===== config.mk =====
export PLATFORM = sky130hd
export DESIGN_NAME = dual_rank_shifter
export DESIGN_NICKNAME = d
export VERILOG_FILES = /design/src/rtl/dual_rank_pkg.sv /design/src/rtl/drs_mode_decode.sv /design/src/rtl/drs_upper_rank.sv /design/src/rtl/drs_lower_rank.sv /design/src/rtl/dual_rank_shifter.sv
export SDC_FILE = /design/constraint.sdc
export NUM_CORES = 1
export LEC_CHECK = 0
export ABC_AREA = 1
export BUFFER_PORTS_ARGS = -buffer_cell sky130_fd_sc_hd__buf_2
export CAP_MARGIN = 30
export CORE_MARGIN = 2
export CORE_UTILIZATION = 45
export DETAILED_ROUTE_END_ITERATION = 7
export PLACE_DENSITY = 0.72
export SKIP_CTS_REPAIR_TIMING = 1
export SLEW_MARGIN = 15
export SYNTH_ARGS = -nofsm -noshare
export SYNTH_HDL_FRONTEND = slang
export SYNTH_SLANG_ARGS = --single-unit
export TNS_END_PERCENT = 10

===== constraint.sdc =====
create_clock -name clk -period 1.8 [get_ports clk]
set_input_delay 0.27 -clock clk [delete_from_list [all_inputs] [get_ports clk]]
set_output_delay 0.27 -clock clk [all_outputs]
set_load 0.05 [all_outputs]

===== src/rtl/dual_rank_pkg.sv =====
package dual_rank_pkg;

    // Operation applied to the upper (bus-side) rank at a clock edge
    typedef enum logic [1:0] {
        UP_HOLD  = 2'd0,
        UP_LOAD  = 2'd1,
        UP_RAISE = 2'd2,
        UP_MERGE = 2'd3
    } upper_op_e;

    // Operation applied to the lower (serial) rank at a clock edge
    typedef enum logic [1:0] {
        LO_HOLD  = 2'd0,
        LO_LOWER = 2'd1,
        LO_SHIFT = 2'd2
    } lower_op_e;

endpackage


===== src/rtl/drs_mode_decode.sv =====
module drs_mode_decode
    import dual_rank_pkg::*;
(
    input  logic      cap_dis_n,
    input  logic      drv_dis_n,
    input  logic      rais_dis_n,
    input  logic      lowr_dis_n,
    input  logic      shft_dis_n,
    output upper_op_e up_op,
    output lower_op_e lo_op,
    output logic      drive_en
);

    logic cap_en;
    logic drv_en;
    logic rais_en;
    logic lowr_en;
    logic shft_en;

    // every control is active low
    always_comb begin
        cap_en  = ~cap_dis_n;
        drv_en  = ~drv_dis_n;
        rais_en = ~rais_dis_n;
        lowr_en = ~lowr_dis_n;
        shft_en = ~shft_dis_n;
    end

    // upper rank: capture and raise together form the merge
    always_comb begin
        unique case ({cap_en, rais_en})
            2'b10:   up_op = UP_LOAD;
            2'b01:   up_op = UP_RAISE;
            2'b11:   up_op = UP_MERGE;
            default: up_op = UP_HOLD;
        endcase
    end

    // lower rank: a parallel transfer outranks the shift
    always_comb begin
        unique case ({lowr_en, shft_en})
            2'b10, 2'b11: lo_op = LO_LOWER;
            2'b01:        lo_op = LO_SHIFT;
            default:      lo_op = LO_HOLD;
        endcase
    end

    // pins act as inputs whenever capture is on
    always_comb begin
        drive_en = drv_en & ~cap_en;
    end

endmodule


===== src/rtl/drs_upper_rank.sv =====
module drs_upper_rank
    import dual_rank_pkg::*;
#(
    parameter int WIDTH = 8
) (
    input  logic             clk,
    input  logic             rst,
    input  upper_op_e        op,
    input  logic [WIDTH-1:0] bus_val,
    input  logic [WIDTH-1:0] lower_val,
    output logic [WIDTH-1:0] q
);

    logic [WIDTH-1:0] q_nxt;

    always_comb begin
        unique case (op)
            UP_LOAD:  q_nxt = bus_val;
            UP_RAISE: q_nxt = lower_val;
            UP_MERGE: q_nxt = bus_val | lower_val;
            default:  q_nxt = q;
        endcase
    end

    always_ff @(posedge clk) begin
        if (rst) q <= '0;
        else     q <= q_nxt;
    end

endmodule


===== src/rtl/drs_lower_rank.sv =====
module drs_lower_rank
    import dual_rank_pkg::*;
#(
    parameter int WIDTH = 8
) (
    input  logic             clk,
    input  logic             rst,
    input  lower_op_e        op,
    input  logic [WIDTH-1:0] upper_val,
    input  logic             ser_in,
    output logic [WIDTH-1:0] q,
    output logic             ser_out
);

    localparam int MSB = WIDTH - 1;

    logic [WIDTH-1:0] shifted;
    logic [WIDTH-1:0] q_nxt;

    // serial data enters bit 0 and walks toward the MSB
    assign shifted[0] = ser_in;
    for (genvar i = 1; i < WIDTH; i++) begin : g_chain
        assign shifted[i] = q[i-1];
    end

    always_comb begin
        unique case (op)
            LO_LOWER: q_nxt = upper_val;
            LO_SHIFT: q_nxt = shifted;
            default:  q_nxt = q;
        endcase
    end

    always_ff @(posedge clk) begin
        if (rst) q <= '0;
        else     q <= q_nxt;
    end

    assign ser_out = q[MSB];

endmodule


===== src/rtl/dual_rank_shifter.sv =====
module dual_rank_shifter
    import dual_rank_pkg::*;
#(
    parameter int WIDTH = 8
) (
    input  logic             clk,
    input  logic             rst,
    input  logic             ser_in,
    input  logic             cap_dis_n,
    input  logic             drv_dis_n,
    input  logic             rais_dis_n,
    input  logic             lowr_dis_n,
    input  logic             shft_dis_n,
    input  logic [WIDTH-1:0] bus_in,
    output logic [WIDTH-1:0] bus_out,
    output logic             bus_oe,
    output logic             ser_out
);

    upper_op_e        up_op;
    lower_op_e        lo_op;
    logic [WIDTH-1:0] a_q;
    logic [WIDTH-1:0] b_q;

    drs_mode_decode u_decode (
        .cap_dis_n  (cap_dis_n),
        .drv_dis_n  (drv_dis_n),
        .rais_dis_n (rais_dis_n),
        .lowr_dis_n (lowr_dis_n),
        .shft_dis_n (shft_dis_n),
        .up_op      (up_op),
        .lo_op      (lo_op),
        .drive_en   (bus_oe)
    );

    drs_upper_rank #(.WIDTH(WIDTH)) u_upper (
        .clk       (clk),
        .rst       (rst),
        .op        (up_op),
        .bus_val   (bus_in),
        .lower_val (b_q),
        .q         (a_q)
    );

    drs_lower_rank #(.WIDTH(WIDTH)) u_lower (
        .clk       (clk),
        .rst       (rst),
        .op        (lo_op),
        .upper_val (a_q),
        .ser_in    (ser_in),
        .q         (b_q),
        .ser_out   (ser_out)
    );

    assign bus_out = a_q;

endmodule


==> results.ini, run 1 <==
[pwr]
ir_drop_uv=395
power_mw=0.708
power_density_nw_per_um2=750
p_leak_nw=0.570

[timing]
holdWs_ns=0.281
slew_viol_final=0
worst_pin_slew_ns=0.484
setup_violations=0
period_needed_ns=1.21
final-hold-violation-count=0
post-route-period-util_pct=67.2
slew_headroom_pct=67.7
setup_tns_ns=0
rsz0062_at_grt=no
skew_ns=0.00582
fmax_mhz=827

[route]
vias=863
wl_um=1840
wire_per_inst_um=10.8
drc=0
via_per_inst=5.05
dr.pass1.iters=4
first_iter_violations=36
ant_nets=0

[critical_path]
end_kind=output pin
r2r_cells=4
cp-start-kind=register
crit_fanout=3
cp.arrival_ns=0.94
required_ns=1.53
path_class=reg -> out
critical-path-slowest-cell=dfxtp_1
path_depth=1
crit_path_cell_trace=buf_2
critical_path.max_stage_delay_ns=0.38
cp_num_buf_inv=1
critPathTopFamily=flip-flops

[cts]
h-tree-depth=1
clk_latency_ns=0.28
cts_made_buffers=3
clock-root-buffer=clkbuf_4
cts_buffer_depth=2
clock-sinks=16
clkTransAtPathRegs_ns=0.09
cts_tree=built

[layout]
syn_to_final_growth_pct=14.2
insertedDiodeCount=0
drive_gt1_share_pct=23.3
final_util_pct=54.6
final_nets=164
finalInstanceArea_um2=943

[logic_synthesis]
ys_ff_latch=16
netlist_instances=124
syn-num-nets=140
seq_area_frac_synth_pct=38.8
synth_cell_types=11
netlist_area_um2=826
avgSynthCellArea_um2=6.66
yosysWarnings=0

[grt]
grt_pass1_wl_um=2790
grt_max_degree=18
grt_overflow=0
grt_pass1_vias=651
track_usage_pct=17.8
antenna_found_initial=0

[floorplanning]
dieWidth_um=46.8
io_pins=26
core.rowCount=15
die-area_um2=2190
initial_core_util_pct=47.8
coreArea_um2=1730
die_h_um=46.8

[place]
hpwlAfterDp_um=1320
port_buffers=25
dpl_cell_area_um2=921
gp_congestion=0.799

[min_path]
hold_class=in -> reg
holdPathStages=5

[outcome]
status=finished clean

[run]
max_cap_viol_count=0

==> registers in the layout, summed over array words and instances (netlist names) <==
| register | count |
|---|---|
| u_lower.q | 8 |
| u_upper.q | 8 |
==> logic make-up (layout without fill, tap and decap cells) <==
| group | after synthesis | after routing | synth area share, % |
|---|---|---|---|
| and+or+nand+nor | 81 | 81 | 44.1 |
| buffers and inverters | 27 | 49 | 17.1 |
| DFF | 16 | 16 | 38.8 |
==> cells in the mapped netlist <==
master / count / area [µm²]
buf_12: 1 / 20.0
buf_4: 4 / 30.0
buf_6: 1 / 11.3
clkinv_2: 1 / 5.00
dfxtp_1: 16 / 320
inv_1: 17 / 63.8
inv_2: 3 / 11.3
nand2_1: 40 / 150
nand3_1: 38 / 190
nand3_2: 2 / 20.0
nor2_1: 1 / 3.75
==> cell type report <==
type / instances / area [µm²]
multi-input combinational: 81 / 364
tap: 25 / 31.3
clock buffer: 3 / 22.5
sequential: 16 / 320
fill: 181 / 783
timing repair buffer: 25 / 125
inverter: 21 / 80.1
==> power breakdown <==
group	switching [mW]	total (mW)	leakage (nW)	internal, mW
Clock	0.107	0.185	0.0138	0.0775
Sequential	0.0130	0.383	0.131	0.370
Combinational	0.0997	0.140	0.426	0.0400
Total	0.220	0.708	0.570	0.488
==> layout by cell type, fill, tap and decap left out <==
cell       n
nand3_1   38
nor2_1     1
clkinv_2   1
dfxtp_1   16
nand2_1   40
clkbuf_4   3
inv_1     17
nand3_2    2
inv_2      3
buf_2     25
==> tightest hold or removal path: stages <==
cell and delay (ns):
buf_2 0.08, nand2_1 0.04, nand3_1 0.07, nand2_1 0.04, inv_1 0.04
==> final timing paths <==
path                            slack [ns]         start      endpoint
worst min-delay path                  0.28     bus_in[2]  u_upper.q[2]
worst max register to register        1.09  u_lower.q[3]  u_lower.q[3]
worst max-delay path                  0.59  u_lower.q[7]       ser_out
worst min register to register        0.57  u_upper.q[2]  u_upper.q[2]
==> layer usage <==
layer  routed length [µm]  global-route usage (%)
met1                  812                    24.2
met2                  823                    27.9
met3                  190                    3.46
met4                   17                    6.67
met5                    0                       0
==> metrics by stage <==
step / instances / worst slack (ns)
final: 171 / 0.591
after detailed placement: 168 / 0.609
after global routing: 171 / 0.542
after global placement: 168 / 0.634
after floorplan: 124 / 0.410
after CTS: 171 / 0.591
Power figures use the tool's default switching activity.
==> run 2, diff against run 1 <==
--- a/config.mk
+++ b/config.mk
@@ -9,9 +9,9 @@
 export BUFFER_PORTS_ARGS = -buffer_cell sky130_fd_sc_hd__buf_2
 export CAP_MARGIN = 30
 export CORE_MARGIN = 2
-export CORE_UTILIZATION = 45
+export CORE_UTILIZATION = 44
 export DETAILED_ROUTE_END_ITERATION = 7
-export PLACE_DENSITY = 0.72
+export PLACE_DENSITY = 0.73
 export SKIP_CTS_REPAIR_TIMING = 1
 export SLEW_MARGIN = 15
 export SYNTH_ARGS = -nofsm -noshare
==> constraint.sdc (replaced) <==
create_clock -name clk -period 1.1 [get_ports clk]
set_input_delay 0.165 -clock clk [delete_from_list [all_inputs] [get_ports clk]]
set_output_delay 0.165 -clock clk [all_outputs]
set_load 0.05 [all_outputs]
==> results.ini, run 2 (synthesis results as in run 1) <==
[outcome]
status=finished clean

[timing]
worst_slack_ns=0.0472
skew_ns=0.00529
fmax_mhz=950
final-hold-violation-count=0
setup_violations=0
slew_viol_final=0
post-route-period-util_pct=95.7
worst_pin_slew_ns=0.330
rsz0062_at_grt=no
slew_headroom_pct=78.0
setup_tns_ns=0
period_needed_ns=1.05

[grt]
antenna_found_initial=0
grt_pass1_wl_um=2940
track_usage_pct=18.8
grt_max_degree=18
grt_overflow=0
grt_pass1_vias=699

[layout]
syn_to_final_growth_pct=18.6
final_nets=165
drive_gt1_share_pct=24.5
mostFrequentLayoutCells=nand2_1, nand3_1, inv_1
insertedDiodeCount=0
mostFrequentLayoutCell=nand2_1
finalInstanceArea_um2=980
final_util_pct=56.1
top_regs=u_lower.q x8, u_upper.q x8

[floorplanning]
coreArea_um2=1750
io_pins=26
initial_core_util_pct=47.3
core.rowCount=15
die_h_um=47.3
die-area_um2=2240
dieWidth_um=47.3

[route]
vias=853
dr.pass1.iters=4
first_iter_violations=27
wire_per_inst_um=11.0
via_per_inst=4.96
ant_nets=0
wl_um=1880
drc=0

[critical_path]
cp-start-kind=register
crit_fanout=3
cp_num_buf_inv=1
path_class=reg -> out
end_kind=output pin
critPathTopFamily=flip-flops
critical_path.max_stage_delay_ns=0.36
required_ns=0.94
critical-path-slowest-cell=dfxtp_1
crit_path_cell_trace=clkbuf_4
cp.arrival_ns=0.89

[min_path]
hold_class=in -> reg

[cts]
clock-sinks=16
clk_latency_ns=0.28
cts_made_buffers=3
clkTransAtPathRegs_ns=0.09
cts_tree=built
cts_buffer_depth=2
clock-root-buffer=clkbuf_4
h-tree-depth=1

[pwr]
p_leak_nw=0.577
ir_drop_uv=570
power_density_nw_per_um2=1200
power_mw=1.18

[place]
dpl_cell_area_um2=931
gp_congestion=0.807
hpwlAfterDp_um=1350
dp_slack_ns=0.132
port_buffers=25

[run]
max_cap_viol_count=0

[run 2: cell count changes in the layout (fill, tap and decap cells not counted), sizes merged]
cell,delta
clkbuf,+1
[run 2: path summary, 6_finish.rpt]
| path | from | to | slack [ns] | cells after the start |
|---|---|---|---|---|
| worst max-delay path | u_upper.q[1] | bus_out[1] | 0.05 | 1 |
| worst min-delay path | bus_in[0] | u_upper.q[0] | 0.17 | 5 |
| worst max register to register | u_lower.q[5] | u_lower.q[5] | 0.39 | 4 |
| worst min register to register | u_upper.q[2] | u_upper.q[2] | 0.58 | 4 |
[run 2: stage by stage]
| stage | hold WS, ns | instances |
|---|---|---|
| final | 0.167 | 172 |
| after global routing | 0.174 | 172 |
| after CTS | 0.164 | 172 |
| after detailed placement | 0.464 | 169 |
| after global placement | 0.460 | 169 |
| after floorplan | 0.369 | 124 |
[run 2: per-layer routing]
metal / part of all wire (%) / global-route usage, %
met5: 0 / 0
met2: 45 / 28.1
met4: 1.4 / 8.33
met3: 7.0 / 5.00
met1: 46 / 25.3
[run 2: where the power goes]
part	switching [mW]	internal, mW
registers	0.0232	0.606
logic	0.164	0.0791
clock network	0.179	0.127
total	0.367	0.812
[run 2: layout make-up]
type | count | area (µm²)
timing repair buffer | 26 | 159
inverter | 21 | 80.1
fill | 177 | 766
clock buffer | 3 | 22.5
tap | 25 | 31.3
multi-input combinational | 81 | 367
sequential | 16 | 320
==> run 3, diff against run 2 <==
--- a/config.mk
+++ b/config.mk
@@ -5,13 +5,14 @@
 export SDC_FILE = /design/constraint.sdc
 export NUM_CORES = 1
 export LEC_CHECK = 0
-export ABC_AREA = 1
+export ABC_AREA = 0
 export BUFFER_PORTS_ARGS = -buffer_cell sky130_fd_sc_hd__buf_2
 export CAP_MARGIN = 30
 export CORE_MARGIN = 2
-export CORE_UTILIZATION = 44
+export CORE_UTILIZATION = 42
 export DETAILED_ROUTE_END_ITERATION = 7
-export PLACE_DENSITY = 0.73
+export GPL_TIMING_DRIVEN = 0
+export PLACE_DENSITY = 0.72
 export SKIP_CTS_REPAIR_TIMING = 1
 export SLEW_MARGIN = 15
 export SYNTH_ARGS = -nofsm -noshare
==> results.ini, run 3 <==
[logic_synthesis]
yosysWarnings=0
synthFlopType=dfxtp_1
ys_ff_latch=16
synth_edf_count=0
yosys-top-cells-area=dfxtp_1, nand2b_1, mux2i_1
seq_area_frac_synth_pct=42.9
syn-num-nets=96
synth_cell_types=13
netlist_area_um2=747
netlist_instances=80
synth_top_area_cell=dfxtp_1
async_reset_ff_share_pct=0
synth.top_cells.by_count=dfxtp_1, nand2b_1
synth_top_area_share_pct=42.9
avgSynthCellArea_um2=9.34

[place]
hpwlAfterDp_um=1190
placedCellCount=127
port_buffers=22
gp_congestion=0.762

[grt]
grt_pass1_vias=620
grt_overflow=0
antenna_found_initial=0
grt_max_degree=11
grt_pass1_wl_um=2650
track_usage_pct=17.6

[critical_path]
critical_path.max_stage_delay_ns=0.36
path_depth=1
crit_path_cell_trace=buf_2
required_ns=0.94
critPathTopFamily=flip-flops
cp-start-kind=register
end_kind=output pin
path_class=reg -> out
critical-path-slowest-cell=dfxtp_1
cp_num_buf_inv=1
r2r_cells=2
cp.arrival_ns=0.92
crit_fanout=3

[cts]
cts_tree=built
cts_made_buffers=3
cts_buffer_depth=2
clock-sinks=16
clkTransAtPathRegs_ns=0.09
clock-root-buffer=clkbuf_4
clk_latency_ns=0.29
h-tree-depth=1

[timing]
slew_viol_final=0
setup_violations=0
period_needed_ns=1.08
slew_headroom_pct=78.6
skew_ns=0.00240
worst_pin_slew_ns=0.321
post-route-period-util_pct=98.3
final-hold-violation-count=0
setup_tns_ns=0
rsz0062_at_grt=no
fmax_mhz=925
holdWs_ns=0.131

[layout]
multi_input_area_um2=369
n_fill_cell=167
final_nets=123
drive_gt1_share_pct=31.1
regArea_um2=320
syn_to_final_growth_pct=26.8
mostFrequentLayoutCells=nand2b_1, dfxtp_1, buf_2
top_regs=u_lower.q x8, u_upper.q x8
insertedDiodeCount=0
instances_no_fill=131

[floorplanning]
io_pins=26
coreArea_um2=1710
dieWidth_um=46.2
die-area_um2=2130
die_h_um=46.2
core.rowCount=15
initial_core_util_pct=43.7

[pwr]
p_leak_nw=0.402
power_density_nw_per_um2=1400
ir_drop_uv=574

[route]
drc=0
ant_nets=0
wire_per_inst_um=13.1
dr.pass1.iters=4
vias=686
via_per_inst=5.24
first_iter_violations=22
wl_um=1720

[run]
max_cap_viol_count=0

[min_path]
hold_class=in -> reg
holdPathStages=3

[outcome]
status=finished clean

==> run 3: cell types whose count changed in the layout (fill, tap and decap cells not counted), moves of 3 or more <==
cell / change
inv_1: -17
inv_2: -3
a31oi_1: +8
a211oi_1: +8
nand3_1: -30
nand2_1: -40
nor2_1: +8
mux2i_1: +8
nand2b_1: +16
==> run 3: per-layer routing <==
metal,track usage [%],share of wire [%]
met5,0,0
met4,12.6,2.6
met3,2.35,4.4
met2,27.2,46
met1,22.3,47
==> run 3: final timing paths <==
kind	start	to	slack, ns
max	u_upper.q[3]	bus_out[3]	0.02
min	bus_in[5]	u_upper.q[5]	0.13
max reg2reg	u_lower.q[5]	u_lower.q[6]	0.31
min reg2reg	u_upper.q[4]	u_upper.q[4]	0.51
==> run 3: cell type report <==
type / count / area share [%]
plain buffers: 7 / 6.34
multi-input cells: 57 / 39.0
flip-flops and latches: 16 / 33.8
repair buffers: 22 / 13.7
clock buffers: 4 / 3.83
well taps: 25 / 3.30
==> run 3: cell families (layout without fill, tap and decap cells) <==
kind of cell	after synthesis	after routing	share of synthesized area, %
mux	8	8	10.7
buf+inv	7	33	8.04
simple gates	33	33	23.6
flops	16	16	42.9
compound gates	16	16	14.7
==> run 3: per-stage QoR <==
step	area, µm²	power [mW]	utilization, %	worst slack [ns]
2_1_floorplan	749	0.852	-	0.0358
3_3_place_gp	891	0.924	52.2	0.0382
3_5_place_dp	891	0.928	52.2	0.0300
4_1_cts	927	1.32	54.3	-0.0127
5_1_grt	947	1.37	55.5	0.000862
6_report	947	1.32	55.5	0.0189
==> run 3: power by group <==
| part | internal [mW] | total (mW) | switching, mW |
|---|---|---|---|
| logic | 0.109 | 0.278 | 0.169 |
| clock network | 0.202 | 0.397 | 0.195 |
| registers | 0.618 | 0.648 | 0.0301 |
| total | 0.929 | 1.32 | 0.394 |
